File: src/rtl/eirq_pkg.sv
package eirq_pkg;
  localparam int NUM_IRQ        = 32;
  localparam int PRIO_W         = 4;
  localparam int DATA_W         = 32;
  localparam int ADDR_W         = 3;
  localparam int IDX_W          = $clog2(NUM_IRQ);
  localparam int PRE_W          = PRIO_W + 1;
  localparam int PRIO_PER_WORD  = DATA_W / PRIO_W;
  localparam int NUM_PRIO_WORDS = NUM_IRQ / PRIO_PER_WORD;
  localparam int PW_IDX_W       = $clog2(NUM_PRIO_WORDS);

  // word map
  localparam int ADDR_EN    = 0;
  localparam int ADDR_PEND  = 1;
  localparam int ADDR_PRIO0 = 2;
  localparam int ADDR_NEXT  = 6;
  localparam int ADDR_CTX   = 7;

  // next word fields
  localparam int NEXT_EMPTY_BIT = DATA_W - 1;
  localparam int NEXT_IDX_LSB   = 2;
  localparam int NEXT_UPD_BIT   = 0;

  // context word fields
  localparam int CTX_PRE_LSB   = 16;
  localparam int CTX_NUM_LSB   = 8;
  localparam int CTX_MSIE_BIT  = 3;
  localparam int CTX_MTIE_BIT  = 2;
  localparam int CTX_CLRTS_BIT = 1;

  function automatic logic [DATA_W-1:0] reg_apply(input logic [DATA_W-1:0] cur,
                                                  input logic [DATA_W-1:0] d,
                                                  input logic wr, input logic set,
                                                  input logic clr);
    if (wr)       return d;
    else if (set) return cur | d;
    else if (clr) return cur & ~d;
    else          return cur;
  endfunction
endpackage

File: src/rtl/eirq_cfg.sv
module eirq_cfg import eirq_pkg::*; #(
  parameter int N_IRQ = NUM_IRQ,
  parameter int P_W   = PRIO_W,
  localparam int N_PW = (N_IRQ * P_W) / DATA_W
) (
  input  logic                   clk_i,
  input  logic                   rst_ni,
  input  logic [ADDR_W-1:0]      addr_i,
  input  logic [DATA_W-1:0]      wdata_i,
  input  logic                   wr_i,
  input  logic                   set_i,
  input  logic                   clr_i,
  input  logic [N_IRQ-1:0]       irq_i,
  output logic [N_IRQ-1:0]       en_o,
  output logic [N_IRQ-1:0]       pend_o,
  output logic [N_IRQ*P_W-1:0]   prio_o
);
  logic any_acc;
  assign any_acc = wr_i | set_i | clr_i;

  always_ff @(posedge clk_i or negedge rst_ni) begin
    if (!rst_ni) begin
      en_o   <= '0;
      pend_o <= '0;
    end else begin
      pend_o <= irq_i;
      if (any_acc && addr_i == ADDR_W'(ADDR_EN))
        en_o <= reg_apply(en_o, wdata_i, wr_i, set_i, clr_i);
    end
  end

  for (genvar k = 0; k < N_PW; k++) begin : g_prio_word
    always_ff @(posedge clk_i or negedge rst_ni) begin
      if (!rst_ni)
        prio_o[k*DATA_W +: DATA_W] <= '0;
      else if (any_acc && addr_i == ADDR_W'(ADDR_PRIO0 + k))
        prio_o[k*DATA_W +: DATA_W] <=
          reg_apply(prio_o[k*DATA_W +: DATA_W], wdata_i, wr_i, set_i, clr_i);
    end
  end
endmodule

File: src/rtl/eirq_prio_sel.sv
module eirq_prio_sel #(
  parameter int N_IRQ = 32,
  parameter int P_W   = 4,
  localparam int I_W  = $clog2(N_IRQ)
) (
  input  logic [N_IRQ-1:0]     req_i,
  input  logic [N_IRQ*P_W-1:0] prio_i,
  input  logic [P_W:0]         thresh_i,
  output logic                 valid_o,
  output logic [I_W-1:0]       idx_o,
  output logic [P_W-1:0]       prio_o
);
  // ascending scan with strict compare: ties keep the lower number
  always_comb begin
    valid_o = 1'b0;
    idx_o   = '0;
    prio_o  = '0;
    for (int i = 0; i < N_IRQ; i++) begin
      if (req_i[i] && ({1'b0, prio_i[i*P_W +: P_W]} >= thresh_i) &&
          (!valid_o || prio_i[i*P_W +: P_W] > prio_o)) begin
        valid_o = 1'b1;
        idx_o   = I_W'(i);
        prio_o  = prio_i[i*P_W +: P_W];
      end
    end
  end
endmodule

File: src/rtl/eirq_ctx.sv
module eirq_ctx import eirq_pkg::*; (
  input  logic              clk_i,
  input  logic              rst_ni,
  input  logic              sel_i,
  input  logic [DATA_W-1:0] wdata_i,
  input  logic              wr_i,
  input  logic              set_i,
  input  logic              clr_i,
  input  logic              upd_i,
  input  logic [IDX_W-1:0]  upd_idx_i,
  input  logic [PRIO_W-1:0] upd_prio_i,
  input  logic              core_msie_i,
  input  logic              core_mtie_i,
  output logic [DATA_W-1:0] ctx_o,
  output logic [PRE_W-1:0]  thresh_o,
  output logic              ts_clr_o
);
  logic [PRE_W-1:0]  pre_q;
  logic [IDX_W-1:0]  num_q;
  logic              msie_sv_q, mtie_sv_q;
  logic [DATA_W-1:0] nxt;
  logic              acc, ts_req;

  always_comb begin
    ctx_o = '0;
    ctx_o[CTX_PRE_LSB +: PRE_W] = pre_q;
    ctx_o[CTX_NUM_LSB +: IDX_W] = num_q;
    ctx_o[CTX_MSIE_BIT]         = msie_sv_q;
    ctx_o[CTX_MTIE_BIT]         = mtie_sv_q;
  end

  assign acc      = sel_i & (wr_i | set_i | clr_i);
  assign ts_req   = sel_i & (wr_i | set_i) & wdata_i[CTX_CLRTS_BIT];
  assign nxt      = reg_apply(ctx_o, wdata_i, wr_i, set_i, clr_i);
  assign thresh_o = pre_q;

  always_ff @(posedge clk_i or negedge rst_ni) begin
    if (!rst_ni) begin
      pre_q     <= '0;
      num_q     <= '0;
      msie_sv_q <= 1'b0;
      mtie_sv_q <= 1'b0;
      ts_clr_o  <= 1'b0;
    end else begin
      ts_clr_o <= ts_req;
      if (acc) begin
        pre_q <= nxt[CTX_PRE_LSB +: PRE_W];
        num_q <= nxt[CTX_NUM_LSB +: IDX_W];
        if (ts_req) begin
          msie_sv_q <= core_msie_i;
          mtie_sv_q <= core_mtie_i;
        end else begin
          msie_sv_q <= nxt[CTX_MSIE_BIT];
          mtie_sv_q <= nxt[CTX_MTIE_BIT];
        end
      end else if (upd_i) begin
        pre_q <= {1'b0, upd_prio_i} + PRE_W'(1);
        num_q <= upd_idx_i;
      end
    end
  end
endmodule

File: src/rtl/eirq_arbiter.sv
module eirq_arbiter import eirq_pkg::*; (
  input  logic               clk_i,
  input  logic               rst_ni,
  input  logic [NUM_IRQ-1:0] irq_i,
  input  logic [ADDR_W-1:0]  addr_i,
  input  logic [DATA_W-1:0]  wdata_i,
  input  logic               wr_i,
  input  logic               set_i,
  input  logic               clr_i,
  output logic [DATA_W-1:0]  rdata_o,
  output logic               irq_o,
  input  logic               core_msie_i,
  input  logic               core_mtie_i,
  output logic               ts_clr_o
);
  logic [NUM_IRQ-1:0]        en, pend;
  logic [NUM_IRQ*PRIO_W-1:0] prio_flat;
  logic [PRE_W-1:0]          thresh;
  logic                      sel_valid;
  logic [IDX_W-1:0]          sel_idx;
  logic [PRIO_W-1:0]         sel_prio;
  logic [DATA_W-1:0]         ctx_word, next_word;
  logic                      upd;
  logic [DATA_W-1:0]         prio_words [NUM_PRIO_WORDS];
  logic [PW_IDX_W-1:0]       pw_idx;

  eirq_cfg #(.N_IRQ(NUM_IRQ), .P_W(PRIO_W)) i_cfg (
    .clk_i, .rst_ni, .addr_i, .wdata_i, .wr_i, .set_i, .clr_i, .irq_i,
    .en_o(en), .pend_o(pend), .prio_o(prio_flat)
  );

  eirq_prio_sel #(.N_IRQ(NUM_IRQ), .P_W(PRIO_W)) i_sel (
    .req_i(pend & en), .prio_i(prio_flat), .thresh_i(thresh),
    .valid_o(sel_valid), .idx_o(sel_idx), .prio_o(sel_prio)
  );

  assign upd = set_i & (addr_i == ADDR_W'(ADDR_NEXT)) & wdata_i[NEXT_UPD_BIT] & sel_valid;

  eirq_ctx i_ctx (
    .clk_i, .rst_ni,
    .sel_i(addr_i == ADDR_W'(ADDR_CTX)), .wdata_i, .wr_i, .set_i, .clr_i,
    .upd_i(upd), .upd_idx_i(sel_idx), .upd_prio_i(sel_prio),
    .core_msie_i, .core_mtie_i,
    .ctx_o(ctx_word), .thresh_o(thresh), .ts_clr_o
  );

  always_comb begin
    next_word = '0;
    next_word[NEXT_EMPTY_BIT] = ~sel_valid;
    next_word[NEXT_IDX_LSB +: IDX_W] = sel_valid ? sel_idx : '0;
  end

  for (genvar k = 0; k < NUM_PRIO_WORDS; k++) begin : g_pw
    assign prio_words[k] = prio_flat[k*DATA_W +: DATA_W];
  end

  assign pw_idx = PW_IDX_W'(addr_i - ADDR_W'(ADDR_PRIO0));

  always_comb begin
    if (addr_i == ADDR_W'(ADDR_EN))            rdata_o = en;
    else if (addr_i == ADDR_W'(ADDR_PEND))     rdata_o = pend;
    else if (addr_i == ADDR_W'(ADDR_NEXT))     rdata_o = next_word;
    else if (addr_i == ADDR_W'(ADDR_CTX))      rdata_o = ctx_word;
    else                                       rdata_o = prio_words[pw_idx];
  end

  assign irq_o = sel_valid;
endmodule

File: config.mk
export PLATFORM = sky130hd
export DESIGN_NAME = eirq_arbiter
export DESIGN_NICKNAME = d
export VERILOG_FILES = /design/src/rtl/eirq_pkg.sv /design/src/rtl/eirq_cfg.sv /design/src/rtl/eirq_prio_sel.sv /design/src/rtl/eirq_ctx.sv /design/src/rtl/eirq_arbiter.sv
export SDC_FILE = /design/constraint.sdc
export NUM_CORES = 1
export LEC_CHECK = 0
export BUFFER_PORTS_ARGS = -buffer_cell sky130_fd_sc_hd__buf_4
export CORE_UTILIZATION = 65
export DETAILED_ROUTE_END_ITERATION = 6
export PLACE_DENSITY = 0.84
export SLEW_MARGIN = 20
export SYNTH_ARGS = -nofsm -noshare
export SYNTH_HDL_FRONTEND = slang
export SYNTH_SLANG_ARGS = --single-unit
File: constraint.sdc
create_clock -name clk_i -period 130.4 [get_ports clk_i]
set_input_delay 13.04 -clock clk_i [delete_from_list [all_inputs] [get_ports clk_i]]
set_output_delay 13.04 -clock clk_i [all_outputs]
set_load 0.1 [all_outputs]
==> reports/metrics.yaml <==
status:
  outcome: "complete, but fails checks"
  violations: "DRC"
critical_path:
  critPathKind: "register to output pin"
  r2r_cells: 261
  crit_top_cell: "a21oi_1"
  critPathArrivalTime_ns: 58.31
  cpMaxStageDelayCell: "o21ai_0"
  endpoint_kind: "output pin"
  rrSetupSlack_ns: 72.56
  cp_max_fo: 13
  critical_path_required_ns: 117.36
  cp-start-kind: "register"
  cpPeakStageDelay_ns: 0.77
floorplan:
  rows: 63
  fp.dieArea_mm2: 0.03113
  dieHeight_um: 176.4
  ios: 108
  start_util_pct: 66.37
  core-area_mm2: 0.02980
  die_w_um: 176.4
route:
  drt_wl_total_mm: 75.60
  wl_per_cell_um: 27.47
  vias_per_cell: 7.417
  drtIter0Drc: 2479
  vias: 20410
  antenna_left: 0
  drcViolationCount: 1
  drtPass1Iterations: 7
yosys:
  syn_area_per_cell_um2: 8.632
  seq_area_frac_synth_pct: 25.94
  yosys_most_used_dff: "dfrtp_1"
  synth-edff-count: 0
  netlist_top_cells_area: "dfrtp_1 26%, ha_1 15%, a21oi_1 9.0%"
  ys.warnings.count: 0
  synth_area_mm2: 0.01978
  yosys.area.top_type: "dfrtp_1"
  synth.net_count: 2595
  synth_cells: 2291
  synth_cell_types: 116
  ys_seq_elements: 205
  synth_top_area_share_pct: 25.94
  synth-async-reset-ratio_pct: 100.0
grt:
  overflow: 0
  grt_max_degree: 91
  grt_pass1_wl_mm: 113.9
  grt_usage_pct: 48.38
  antenna_found_initial: 2
  first_global_vias: 19480
cts:
  clock_sinks: 205
  clockBufferDepth: 3
  clock_latency_ns: 0.54
  cts_made_buffers: 25
  htree_levels: 1
  postCtsHoldBufs: 0
  tritoncts: "yes"
  cts.reportedPaths.clkPinSlew_ns: 0.07
  cts_setup_buffers: 0
  cts-root-buf: "clkbuf_16"
  post_cts_resized: 0
sta:
  min_period_ns: 71.35
  tightestPinTransition_ns: 1.086
  setup_viol: 0
  setup-tns-final_ns: 0
  hold_viol: 0
  maxSlewHeadroom_pct: 27.39
  rsz0062_at_grt: "no"
  skew_ns: 0.01722
  fin_crit_sh_pct: 54.72
  drv_slew: 0
  fmax_mhz: 14.01
hold_path:
  hp-class: "register to register"
  hold_depth: 1
finish:
  syn_to_final_growth_pct: 9.978
  fin_cells: 2752
  drive_gt1_share_pct: 14.35
  nets: 2649
  antenna_cells: 0
placement:
  place_congestion: 1.102
  port_buffers: 107
  dpl.hpwl_mm: 55.62
  place_inst: 2708
flow_run:
  max_cap_viol_count: 0
## per-stage QoR
step                worst slack (ns)  hold WS (ns)  instance area (µm²)  util [%]
floorplan                      67.51        0.4677                19780         -
global placement               63.33        0.5065                20870     70.03
detailed placement             61.11        0.5069                20870     70.03
CTS                            60.29        0.5283                21740     72.96
global route                   54.94        0.5474                21750     72.99
finish                         59.05        0.5280                21750     72.99
## cells in the mapped netlist (11+ instances only)
library cell and n:
a22oi_1 18, nand3_1 38, and3_1 13, nor3_1 48
o21a_1 35, or3_1 13, a31oi_1 23, nand2_1 141
o211ai_1 20, mux2_2 44, nor2b_1 24, nor2_1 115
ha_1 230, a21o_1 70, dfrtp_1 205, a211oi_1 11
clkbuf_1 86, nand2b_1 33, mux2i_1 38, o21ai_0 176
mux4_2 21, o21ai_1 18, o311ai_0 11, inv_1 120
a22o_1 52, o31ai_1 21, and2_1 16, nand4_1 13
o22ai_1 12, a21oi_1 355, or2_2 13
## cell usage in the layout (no fill, tap or decap), types with 20 or more instances in the layout
cell       instances
a22o_1            52
nand2b_1          33
nor2b_1           24
o21ai_0          175
clkbuf_16         25
buf_4            130
a21oi_1          355
o31ai_1           21
dfrtp_1          205
nand2_1          141
nor2_1           111
mux2i_1           38
mux4_2            21
o211ai_1          20
a21o_1            70
nor3_1            45
mux2_2            44
inv_1            120
o21a_1            35
nand3_1           38
a31oi_1           23
ha_1             230
## final cells by class
cell class	instances	area (µm²)
Inverter	123	461.7
Multi-Input combinational cell	1858	13790
Clock inverter	11	166.4
Tap cell	390	488.0
Fill cell	2300	8048
Sequential cell	205	5130
Clock buffer	33	705.7
Timing Repair Buffer	132	1002
## cells by family (layout without fill, tap and decap cells)
logic type | count (synthesis) | count (layout) | synth area share, %
compound gates | 1011 | 1011 | 35.17
simple gates | 508 | 508 | 12.67
fa+ha+maj | 233 | 233 | 14.70
buf+inv | 228 | 299 | 4.530
flops | 205 | 205 | 25.94
mux | 104 | 104 | 6.897
xor+xnor | 2 | 2 | 0.08860
## critical path, delay by kind of cell (launching register included)
| family | cells | cell delay, ns |
|---|---|---|
| AO/OA/AOI/OAI | 140 | 31.25 |
| adder cells (fa/ha/maj) | 33 | 10.06 |
| buffers and inverters | 12 | 1.09 |
| flip-flops | 1 | 0.44 |
| multiplexers | 8 | 2.60 |
| AND/OR/NAND/NOR | 67 | 12.26 |
## routing by layer
metal	share of wire (%)	vias up	GRT usage [%]	wire [µm]
met5	0.030	-	0	23
met4	8.2	2	34.12	6193
met3	13	378	13.93	9764
met2	42	1453	71.95	31970
met1	37	9686	60.27	27650
li1	-	8892	-	-
## how the worst max path moves through the flow
stage                  to  cells past startpoint
3_3_place_gp   rdata_o[6]                    260
2_1_floorplan  rdata_o[2]                    263
3_5_place_dp   rdata_o[6]                    260
6_report       rdata_o[6]                    260
5_1_grt        rdata_o[6]                    264
4_1_cts        rdata_o[6]                    260
Power is left out: the tool's default activity adds up to more than one toggle a clock period on the data nets, which glitch-free logic cannot reach.
